File: src/rtl/gpio_bank_pkg.sv
package gpio_bank_pkg;

    localparam int ADDR_W   = 5;
    localparam int NUM_FUNC = 4;
    localparam int NUM_CTL  = 6;

    // control index: each control k occupies addresses 3k (set), 3k+1 (clear), 3k+2 (status)
    typedef enum int {
        CTL_OWN = 0,
        CTL_DIR = 1,
        CTL_DAT = 2,
        CTL_OD  = 3,
        CTL_PU  = 4,
        CTL_PD  = 5
    } ctl_idx_e;

    typedef enum logic [ADDR_W-1:0] {
        A_SEL_P1   = 5'd18,
        A_SEL_P2   = 5'd19,
        A_PAD_LVL  = 5'd20
    } dir_addr_e;

    typedef enum logic [1:0] {
        FN_A = 2'b00,
        FN_B = 2'b01,
        FN_C = 2'b10,
        FN_D = 2'b11
    } func_code_e;

    // reset state of a control word
    function automatic logic ctl_reset_bit(input int k);
        return (k == CTL_OWN) || (k == CTL_PU);
    endfunction

    function automatic logic [ADDR_W-1:0] ctl_addr(input int k, input int slot);
        return ADDR_W'(3 * k + slot);
    endfunction

endpackage

File: src/rtl/gpio_setclr_reg.sv
module gpio_setclr_reg #(
    parameter int   W       = 32,
    parameter logic RST_BIT = 1'b0
) (
    input  logic         clk,
    input  logic         rst,
    input  logic [W-1:0] set_mask,
    input  logic [W-1:0] clr_mask,
    input  logic [W-1:0] force_clr,
    output logic [W-1:0] q
);
    always_ff @(posedge clk) begin
        if (rst) begin
            q <= {W{RST_BIT}};
        end else begin
            q <= (q | set_mask) & ~clr_mask & ~force_clr;
        end
    end
endmodule

File: src/rtl/gpio_sel_planes.sv
module gpio_sel_planes
    import gpio_bank_pkg::*;
#(
    parameter int NPINS = 32
) (
    input  logic             clk,
    input  logic             rst,
    input  logic             wr_p1,
    input  logic             wr_p2,
    input  logic [NPINS-1:0] wdata,
    output logic [NPINS-1:0] plane1,
    output logic [NPINS-1:0] plane2,
    output func_code_e       code [NPINS]
);
    always_ff @(posedge clk) begin
        if (rst) begin
            plane1 <= '0;
            plane2 <= '0;
        end else begin
            if (wr_p1) plane1 <= wdata;
            if (wr_p2) plane2 <= wdata;
        end
    end

    for (genvar i = 0; i < NPINS; i++) begin : g_code
        assign code[i] = func_code_e'({plane2[i], plane1[i]});
    end
endmodule

File: src/rtl/gpio_pad_mux.sv
module gpio_pad_mux
    import gpio_bank_pkg::*;
#(
    parameter int NPINS = 32
) (
    input  logic [NPINS-1:0]                own,
    input  logic [NPINS-1:0]                dir,
    input  logic [NPINS-1:0]                dat,
    input  logic [NPINS-1:0]                od,
    input  func_code_e                      code [NPINS],
    input  logic [NUM_FUNC-1:0][NPINS-1:0]  periph_oe,
    input  logic [NUM_FUNC-1:0][NPINS-1:0]  periph_out,
    input  logic [NPINS-1:0]                pad_in,
    output logic [NPINS-1:0]                pad_oe,
    output logic [NPINS-1:0]                pad_out,
    output logic [NUM_FUNC-1:0][NPINS-1:0]  periph_in
);
    for (genvar i = 0; i < NPINS; i++) begin : g_pin
        logic raw_oe;
        logic raw_out;

        always_comb begin
            if (own[i]) begin
                raw_oe  = dir[i];
                raw_out = dat[i];
            end else begin
                raw_oe  = periph_oe[code[i]][i];
                raw_out = periph_out[code[i]][i];
            end
        end

        // open-drain: drive low only, release when high
        assign pad_oe[i]  = raw_oe & ~(od[i] & raw_out);
        assign pad_out[i] = raw_out & ~od[i];

        for (genvar f = 0; f < NUM_FUNC; f++) begin : g_fn
            assign periph_in[f][i] = (!own[i] && (int'(code[i]) == f)) ? pad_in[i] : 1'b0;
        end
    end
endmodule

File: src/rtl/gpio_bank_ctrl.sv
module gpio_bank_ctrl
    import gpio_bank_pkg::*;
#(
    parameter int NPINS = 32
) (
    input  logic                           clk,
    input  logic                           rst,
    input  logic                           bus_wen,
    input  logic [ADDR_W-1:0]              bus_addr,
    input  logic [NPINS-1:0]               bus_wdata,
    output logic [NPINS-1:0]               bus_rdata,
    input  logic [NPINS-1:0]               pad_in,
    output logic [NPINS-1:0]               pad_oe,
    output logic [NPINS-1:0]               pad_out,
    output logic [NPINS-1:0]               pad_pu,
    output logic [NPINS-1:0]               pad_pd,
    input  logic [NUM_FUNC-1:0][NPINS-1:0] periph_oe,
    input  logic [NUM_FUNC-1:0][NPINS-1:0] periph_out,
    output logic [NUM_FUNC-1:0][NPINS-1:0] periph_in
);
    logic [NPINS-1:0] set_m  [NUM_CTL];
    logic [NPINS-1:0] clr_m  [NUM_CTL];
    logic [NPINS-1:0] frc_m  [NUM_CTL];
    logic [NPINS-1:0] ctl_q  [NUM_CTL];

    for (genvar k = 0; k < NUM_CTL; k++) begin : g_ctl
        localparam logic [ADDR_W-1:0] A_SET = ctl_addr(k, 0);
        localparam logic [ADDR_W-1:0] A_CLR = ctl_addr(k, 1);

        assign set_m[k] = (bus_wen && bus_addr == A_SET) ? bus_wdata : '0;
        assign clr_m[k] = (bus_wen && bus_addr == A_CLR) ? bus_wdata : '0;

        gpio_setclr_reg #(
            .W       (NPINS),
            .RST_BIT (ctl_reset_bit(k))
        ) u_reg (
            .clk       (clk),
            .rst       (rst),
            .set_mask  (set_m[k]),
            .clr_mask  (clr_m[k]),
            .force_clr (frc_m[k]),
            .q         (ctl_q[k])
        );
    end

    // pulls are mutually exclusive: enabling one clears the other
    always_comb begin
        for (int k = 0; k < NUM_CTL; k++) frc_m[k] = '0;
        frc_m[CTL_PU] = set_m[CTL_PD];
        frc_m[CTL_PD] = set_m[CTL_PU];
    end

    logic [NPINS-1:0] own_q, dir_q, dat_q, od_q, pu_q, pd_q;
    assign own_q = ctl_q[CTL_OWN];
    assign dir_q = ctl_q[CTL_DIR];
    assign dat_q = ctl_q[CTL_DAT];
    assign od_q  = ctl_q[CTL_OD];
    assign pu_q  = ctl_q[CTL_PU];
    assign pd_q  = ctl_q[CTL_PD];

    logic [NPINS-1:0] plane1_q, plane2_q;
    func_code_e       pin_code [NPINS];

    gpio_sel_planes #(.NPINS(NPINS)) u_sel (
        .clk    (clk),
        .rst    (rst),
        .wr_p1  (bus_wen && bus_addr == A_SEL_P1),
        .wr_p2  (bus_wen && bus_addr == A_SEL_P2),
        .wdata  (bus_wdata),
        .plane1 (plane1_q),
        .plane2 (plane2_q),
        .code   (pin_code)
    );

    logic [NPINS-1:0] pad_lvl_q;
    always_ff @(posedge clk) begin
        if (rst) pad_lvl_q <= '0;
        else     pad_lvl_q <= pad_in;
    end

    gpio_pad_mux #(.NPINS(NPINS)) u_mux (
        .own        (own_q),
        .dir        (dir_q),
        .dat        (dat_q),
        .od         (od_q),
        .code       (pin_code),
        .periph_oe  (periph_oe),
        .periph_out (periph_out),
        .pad_in     (pad_in),
        .pad_oe     (pad_oe),
        .pad_out    (pad_out),
        .periph_in  (periph_in)
    );

    assign pad_pu = pu_q;
    assign pad_pd = pd_q;

    // read mux: status of control k sits at 3k+2
    always_comb begin
        bus_rdata = '0;
        for (int k = 0; k < NUM_CTL; k++) begin
            if (bus_addr == ctl_addr(k, 2)) bus_rdata = ctl_q[k];
        end
        if (bus_addr == A_SEL_P1)  bus_rdata = plane1_q;
        if (bus_addr == A_SEL_P2)  bus_rdata = plane2_q;
        if (bus_addr == A_PAD_LVL) bus_rdata = pad_lvl_q;
    end
endmodule

File: config.mk
export PLATFORM = sky130hd
export DESIGN_NAME = gpio_bank_ctrl
export DESIGN_NICKNAME = d
export VERILOG_FILES = /design/src/rtl/gpio_bank_pkg.sv /design/src/rtl/gpio_setclr_reg.sv /design/src/rtl/gpio_sel_planes.sv /design/src/rtl/gpio_pad_mux.sv /design/src/rtl/gpio_bank_ctrl.sv
export SDC_FILE = /design/constraint.sdc
export NUM_CORES = 1
export LEC_CHECK = 0
export BUFFER_PORTS_ARGS = -buffer_cell sky130_fd_sc_hd__buf_2
export CAP_MARGIN = 20
export CELL_PAD_IN_SITES_DETAIL_PLACEMENT = 1
export CELL_PAD_IN_SITES_GLOBAL_PLACEMENT = 2
export CORE_MARGIN = 2
export CORE_UTILIZATION = 28
export CTS_BUF_LIST = sky130_fd_sc_hd__clkbuf_8 sky130_fd_sc_hd__clkbuf_16
export CTS_CLUSTER_SIZE = 20
export DETAILED_ROUTE_END_ITERATION = 16
export PLACE_DENSITY = 0.83
export SKIP_CTS_REPAIR_TIMING = 1
export SYNTH_ARGS = -nofsm -noshare
export SYNTH_HDL_FRONTEND = slang
export SYNTH_HIERARCHICAL = 1
export SYNTH_SLANG_ARGS = --single-unit
File: constraint.sdc
create_clock -name clk -period 1.7 [get_ports clk]
set_clock_uncertainty 0.1 [all_clocks]
set_input_delay 0 -clock clk [delete_from_list [all_inputs] [get_ports clk]]
set_output_delay 0 -clock clk [all_outputs]
set_load 0.01 [all_outputs]
**After elaboration in Yosys (flattened, before gate mapping)**

Cells that the tools add are included.

- $lt $le $gt $ge: 32
- Equal/unequal tests: 116
- Reduce and logical (&&, ||, !) cells: 207
- Bitwise gates (word level): 182
- Multiplexer cells: 341

Operators by type and width:

| operator | number |
|---|---|
| binary-select mux 32 bit (select 2 bit) | 64 |
| 2-to-1 mux 32 bit | 23 |
| AND 32 bit | 8 |
| inverter 32 bit | 8 |
| 2-to-1 mux 1 bit | 194 |
| bitwise OR 32 bit | 6 |
| logical AND 1 bit | 142 |
| == test 2 bit, second input constant | 64 |
| AND 1 bit | 96 |
| less-than comparator 2 x 3 -> 1 bit, second input constant | 32 |
| == test 2 x 1 -> 1 bit, second input constant | 32 |
| logical NOT 2 bit | 32 |
| inverter 1 bit | 64 |
| 2-to-1 mux 31 bit | 2 |
| 2-to-1 mux 30 bit | 2 |
| 2-to-1 mux 29 bit | 2 |
| 2-to-1 mux 28 bit | 2 |
| 2-to-1 mux 27 bit | 2 |
| 2-to-1 mux 26 bit | 2 |
| 2-to-1 mux 25 bit | 2 |
| 2-to-1 mux 24 bit | 2 |
| 2-to-1 mux 23 bit | 2 |
| 2-to-1 mux 22 bit | 2 |
| 2-to-1 mux 21 bit | 2 |
| other kinds (26) | 91 |

- Register bits: 288
- Logic and storage cells: 887

**Depth between registers and ports, before layout**

- Depth in word-level cells: 10
- Mapped depth: 9
- Mapped depth without buffers: 6

**By module**

The synthesis kept the hierarchy.

By module, submodules not included:

| module | instances | sequential area each (um^2) | area an instance (um^2) | cells an instance |
|---|---|---|---|---|
| gpio_bank_ctrl | 1 | 640.6 | 6726.5 | 1056 |
| gpio_setclr_reg (g_ctl[1].u_reg ...) | 4 | 640.6 | 1445.1 | 99 |
| gpio_pad_mux | 1 | 0.0 | 4390.5 | 620 |
| gpio_sel_planes | 1 | 1281.2 | 2820.2 | 271 |
| gpio_setclr_reg (g_ctl[0].u_reg ...) | 2 | 640.6 | 1052.3 | 100 |

**Least setup slack after synthesis**

OpenSTA, ideal clock, no wires.

- Path kind: input port to flip-flop
- Start: input bus_addr[3]
- End: register u_sel.plane1[0]
- Path slack: 0.127 ns
- Setup time: 0.117 ns
- Required time: 1.483 ns
- Arrival: 1.356 ns
- Buffers on the path: 4
- Cell stages on the path: 8
- Cells stage by stage: buf_4 nor3b_4 clkbuf_1 and3_1 buf_6 buf_12 mux2i_1 nor2_1

- Cells in the longest elaborated chain, start to end: 2

Ends and longest elaborated chain:

| element | RTL line | RTL |
|---|---|---|
| from (decl) | gpio_bank_ctrl.sv:9 | `input logic [ADDR_W-1:0] bus_addr,` |
| == test 5 bit | gpio_bank_ctrl.sv:67 | `.wr_p1 (bus_wen && bus_addr == A_SEL_P1),` |
| logical AND 1 bit | gpio_bank_ctrl.sv:67 |  |
| to (signal assigned) | gpio_sel_planes.sv:20 | `if (wr_p1) plane1 <= wdata;` |
| to (decl) | gpio_sel_planes.sv:11 | `output logic [NPINS-1:0] plane1,` |

No other way between the ends.
A chain may end at the register's enable or synchronous reset.

**Final worst setup path**

- Start: register g_ctl[0].u_reg.q[0]
- End: output pad_oe[0]

- Cells in the longest elaborated chain, start to end: 4
- Elaborated cells between the ends (all ways): 5
- Those cells by class: mux (2); bitwise (3)

Ends and longest elaborated chain:

| element | RTL line | RTL |
|---|---|---|
| from (decl) | gpio_setclr_reg.sv:10 | `output logic [W-1:0] q` |
| from (signal assigned) | gpio_setclr_reg.sv:14 | `q <= {W{RST_BIT}};` |
| from (signal assigned) | gpio_setclr_reg.sv:16 | `q <= (q \| set_mask) & ~clr_mask & ~force_clr;` |
| 2-to-1 mux 1 bit | gpio_pad_mux.sv:23 | `if (own[i]) begin` |
| AND 1 bit | gpio_pad_mux.sv:33 | `assign pad_oe[i] = raw_oe & ~(od[i] & raw_out);` |
| inverter 1 bit | gpio_pad_mux.sv:33 |  |
| AND 1 bit (*) | gpio_pad_mux.sv:33 |  |
| to (decl) | gpio_bank_ctrl.sv:13 | `output logic [NPINS-1:0] pad_oe,` |

Every way passes the cells marked *; elsewhere a longest branch is shown, timed or not.

==> reports/metrics.cfg <==
[yosys]
syn-cell-area_um2=21800
ys_seq_area_share_pct=26.4
synth_top_cell_by_area=dfxtp_1
yosysWarnings=6
synth_area_per_cell_um2=8.58
async_reset_ff_share_pct=0
postSynthCellCount=2543
synth_top_area_share_pct=26.4
synth_cell_types=66
synthTopCellsByArea=dfxtp_1 26%, nor4_4 12%, and2_1 11%
ys_seq_elements=288
synthFlopType=dfxtp_1
synth_edf_count=0

[clock_network]
clock-root-buffer=clkbuf_16
cts.path.max_buffers=3
cts_buffers=37
cts_tree=yes
clock-sinks=288
clk_pin_slew_worst_paths_ns=0.06
htreeDepth=2
clock_latency_ns=0.55

[min_path]
hp-class=in2reg

[layout]
area_growth_pct=48.7
final_nets=3776
drive_gt1_share_pct=43.0
final_area_um2=32500
instances_no_fill=4518

[timing]
tns_ns=-15.22
final_max_slew_viol_count=0
setup_slack_ns=-0.375
worst_pin_slew_ns=0.757
setup_viol=97
slew_headroom_pct=49.4
layout_min_cycle_time_ns=2.07
finalCritPeriodShare_pct=122
hold_violations=0
grt_setup_unrepaired=true
max_freq_mhz=482

[floorplan]
start_util_pct=28.2
fp.dieH_um=283
core_um2=77300
die-area_um2=80200
fp-row-count=102
ioPinCount=616
die_w_um=283

[critical_path]
cp_common_cell=a211oi_2
criticalPathCategory=reg2out
path_buf_inv=2
cp_data_arrival_time_ns=1.97
path_cells=nand2b_1, a211oi_2, nor3_2, a211oi_2, buf_4, buf_6
critPathMaxStageDelay_ns=0.37
cp.required_ns=1.60
critPathSlowestCell=dfxtp_4
critPathTopFamily=compound AO/OA/AOI/OAI gates
worst_setup_path_start_kind=flip-flop
r2r_slack_ns=0.64
critPathMaxFanout=6
end_kind=output pin

[power]
power_frac_seq_pct=36.8
peakVddDrop_mv=0.539
leakagePower_nw=13.2
p_per_area_nw_per_um2=585
swShare_pct=30.0
p_int_mw=13.3
total_power_mw=19.0
switchingPower_mw=5.71
share_comb_of_total_power_pct=21.0
clock_power_share_pct=42.3

[placed_design]
dpl_cell_area_um2=27700
port_buffers=615
dp_hpwl_um=76200
place_congestion=0.837
dp_cells=4300

[drt]
viasPerCell=5.19
drt_iter0_drc=1201
avgRoutedWirePerCell_um=23.8
ant_nets=0
drcViolationCount=0
routed_wl_um=107000
num_vias=23400
drt_pass1_iterations=7

[global_route]
grt_util_met1_pct=30.3
grt_busiest_layer=met2
antenna_found_initial=14
grt_use_met3_pct=4.60
gr-total-overflow=0
grt_pass1_vias=23000
grt_pass1_wl_um=149000
grtUsageMet2_pct=41.7
grt_max_degree=32
grt_usage_pct=24.4

[status]
violations=negative setup slack
status=finished, violations left

[flow_run]
max-cap-violations=0

-- power groups by stage --
stage,Combinational [mW],Clock [mW],Sequential [mW]
6_report,3.98,8.03,6.99
5_1_grt,4.24,8.42,7.00
4_1_cts,3.27,8.18,7.03
3_5_place_dp,3.25,0,7.18
3_3_place_gp,3.20,0,7.17
2_1_floorplan,1.63,0,7.15
-- final timing paths --
kind / startpoint / endpoint / depth (start not counted)
max: g_ctl[0].u_reg/q[0]$_SDFF_PP1_ / pad_oe[0] / 6
min: bus_wen / u_sel/plane2[20]$_SDFFE_PP0P_ / 5
max reg2reg: u_sel/plane1[28]$_SDFFE_PP0P_ / u_sel/plane1[28]$_SDFFE_PP0P_ / 3
min reg2reg: g_ctl[1].u_reg/q[30]$_SDFF_PP0_ / g_ctl[1].u_reg/q[30]$_SDFF_PP0_ / 2
-- cells in the mapped netlist (8+ instances only) --
cell       count
a22o_1        13
inv_1         34
nor3_1        25
a2111oi_0     39
clkbuf_2      10
buf_6         21
dfxtp_1      288
nor2_1       371
o21ai_1       30
buf_4         89
nor4_1         9
a21o_1        29
a221o_1       29
nand2b_1      13
buf_2         45
nand2_1       35
mux2_2        15
clkbuf_1      97
a211oi_1      29
a22oi_1       36
and3_1         8
mux2i_1      132
nand3_1       44
and2_1       385
nor4b_1       24
and3b_1       32
a21oi_1       35
o22ai_1       44
a311oi_1      11
o21ai_0      143
nor2b_1      116
and4_1        23
o31ai_1       60
nor4_4       120
nor4bb_1      48
-- cells by family after synthesis --
kind of cell	Yosys count	synth area share, %
AOI/OAI and AO/OA	520	16.3
xor gates and xnor gates	1	0.0401
buffers and inverters	307	8.40
DFF	288	26.4
muxes	147	6.83
other	1	0.0172
and+or+nand+nor	1279	41.9
-- area by class of cell --
type,count,area (um^2)
inverters,36,140
fillers,9094,44900
clock inverters,20,189
diodes,5,12.5
repair buffers,1010,7310
clock buffers,44,1020
well taps,1040,1300
flip-flops and latches,288,6020
multi-input cells,2075,16500
-- state kept, by name, indices dropped and copies added (netlist names) --
signal,cells
u_sel/plane2,32
g_ctl.u_reg/q,192
pad_lvl_q,32
u_sel/plane1,32
-- through the flow --
| stage | worst slack [ns] | utilization, % | hold WS [ns] |
|---|---|---|---|
| global route | -0.469 | 42.0 | 0.0995 |
| detailed placement | -0.235 | 35.9 | 0.142 |
| finish | -0.375 | 42.0 | 0.0864 |
| floorplan | 0.127 | - | -0.0284 |
| global placement | -0.338 | 35.8 | 0.140 |
| CTS | -0.637 | 37.4 | -0.454 |
-- worst reg2reg max path, cell delays in order (launching register included) --
cell	delay, ns
dfxtp_4	0.38
buf_4	0.16
mux2i_1	0.21
nor2_1	0.09
-- routing by layer --
layer,vias to the layer above,wire length [um]
met1,11700,44800
met2,771,53200
met3,191,5960
met5,-,8
met4,2,3500
li1,10800,-
-- layout by cell type (no fill, tap or decap), types with 19 or more instances in the layout --
cell type,n
o21ai_0,110
conb_1,128
a221o_1,29
dfxtp_4,57
nor2_1,349
nand2_1,30
o31ai_1,60
buf_6,49
a21o_1,29
and2_1,384
dfxtp_2,31
a22oi_1,26
buf_12,62
a21oi_1,23
nor2b_1,88
o22ai_1,37
nor4_4,120
nor3_2,19
dlygate4sd3_1,75
o21ai_1,40
and3b_1,31
o21ai_2,23
and4_1,23
dfxtp_1,200
inv_1,39
buf_4,205
nor4bb_1,28
clkbuf_16,37
mux2i_1,115
nand3_1,43
buf_2,603
No activity file was read; power rests on OpenSTA's default activity.
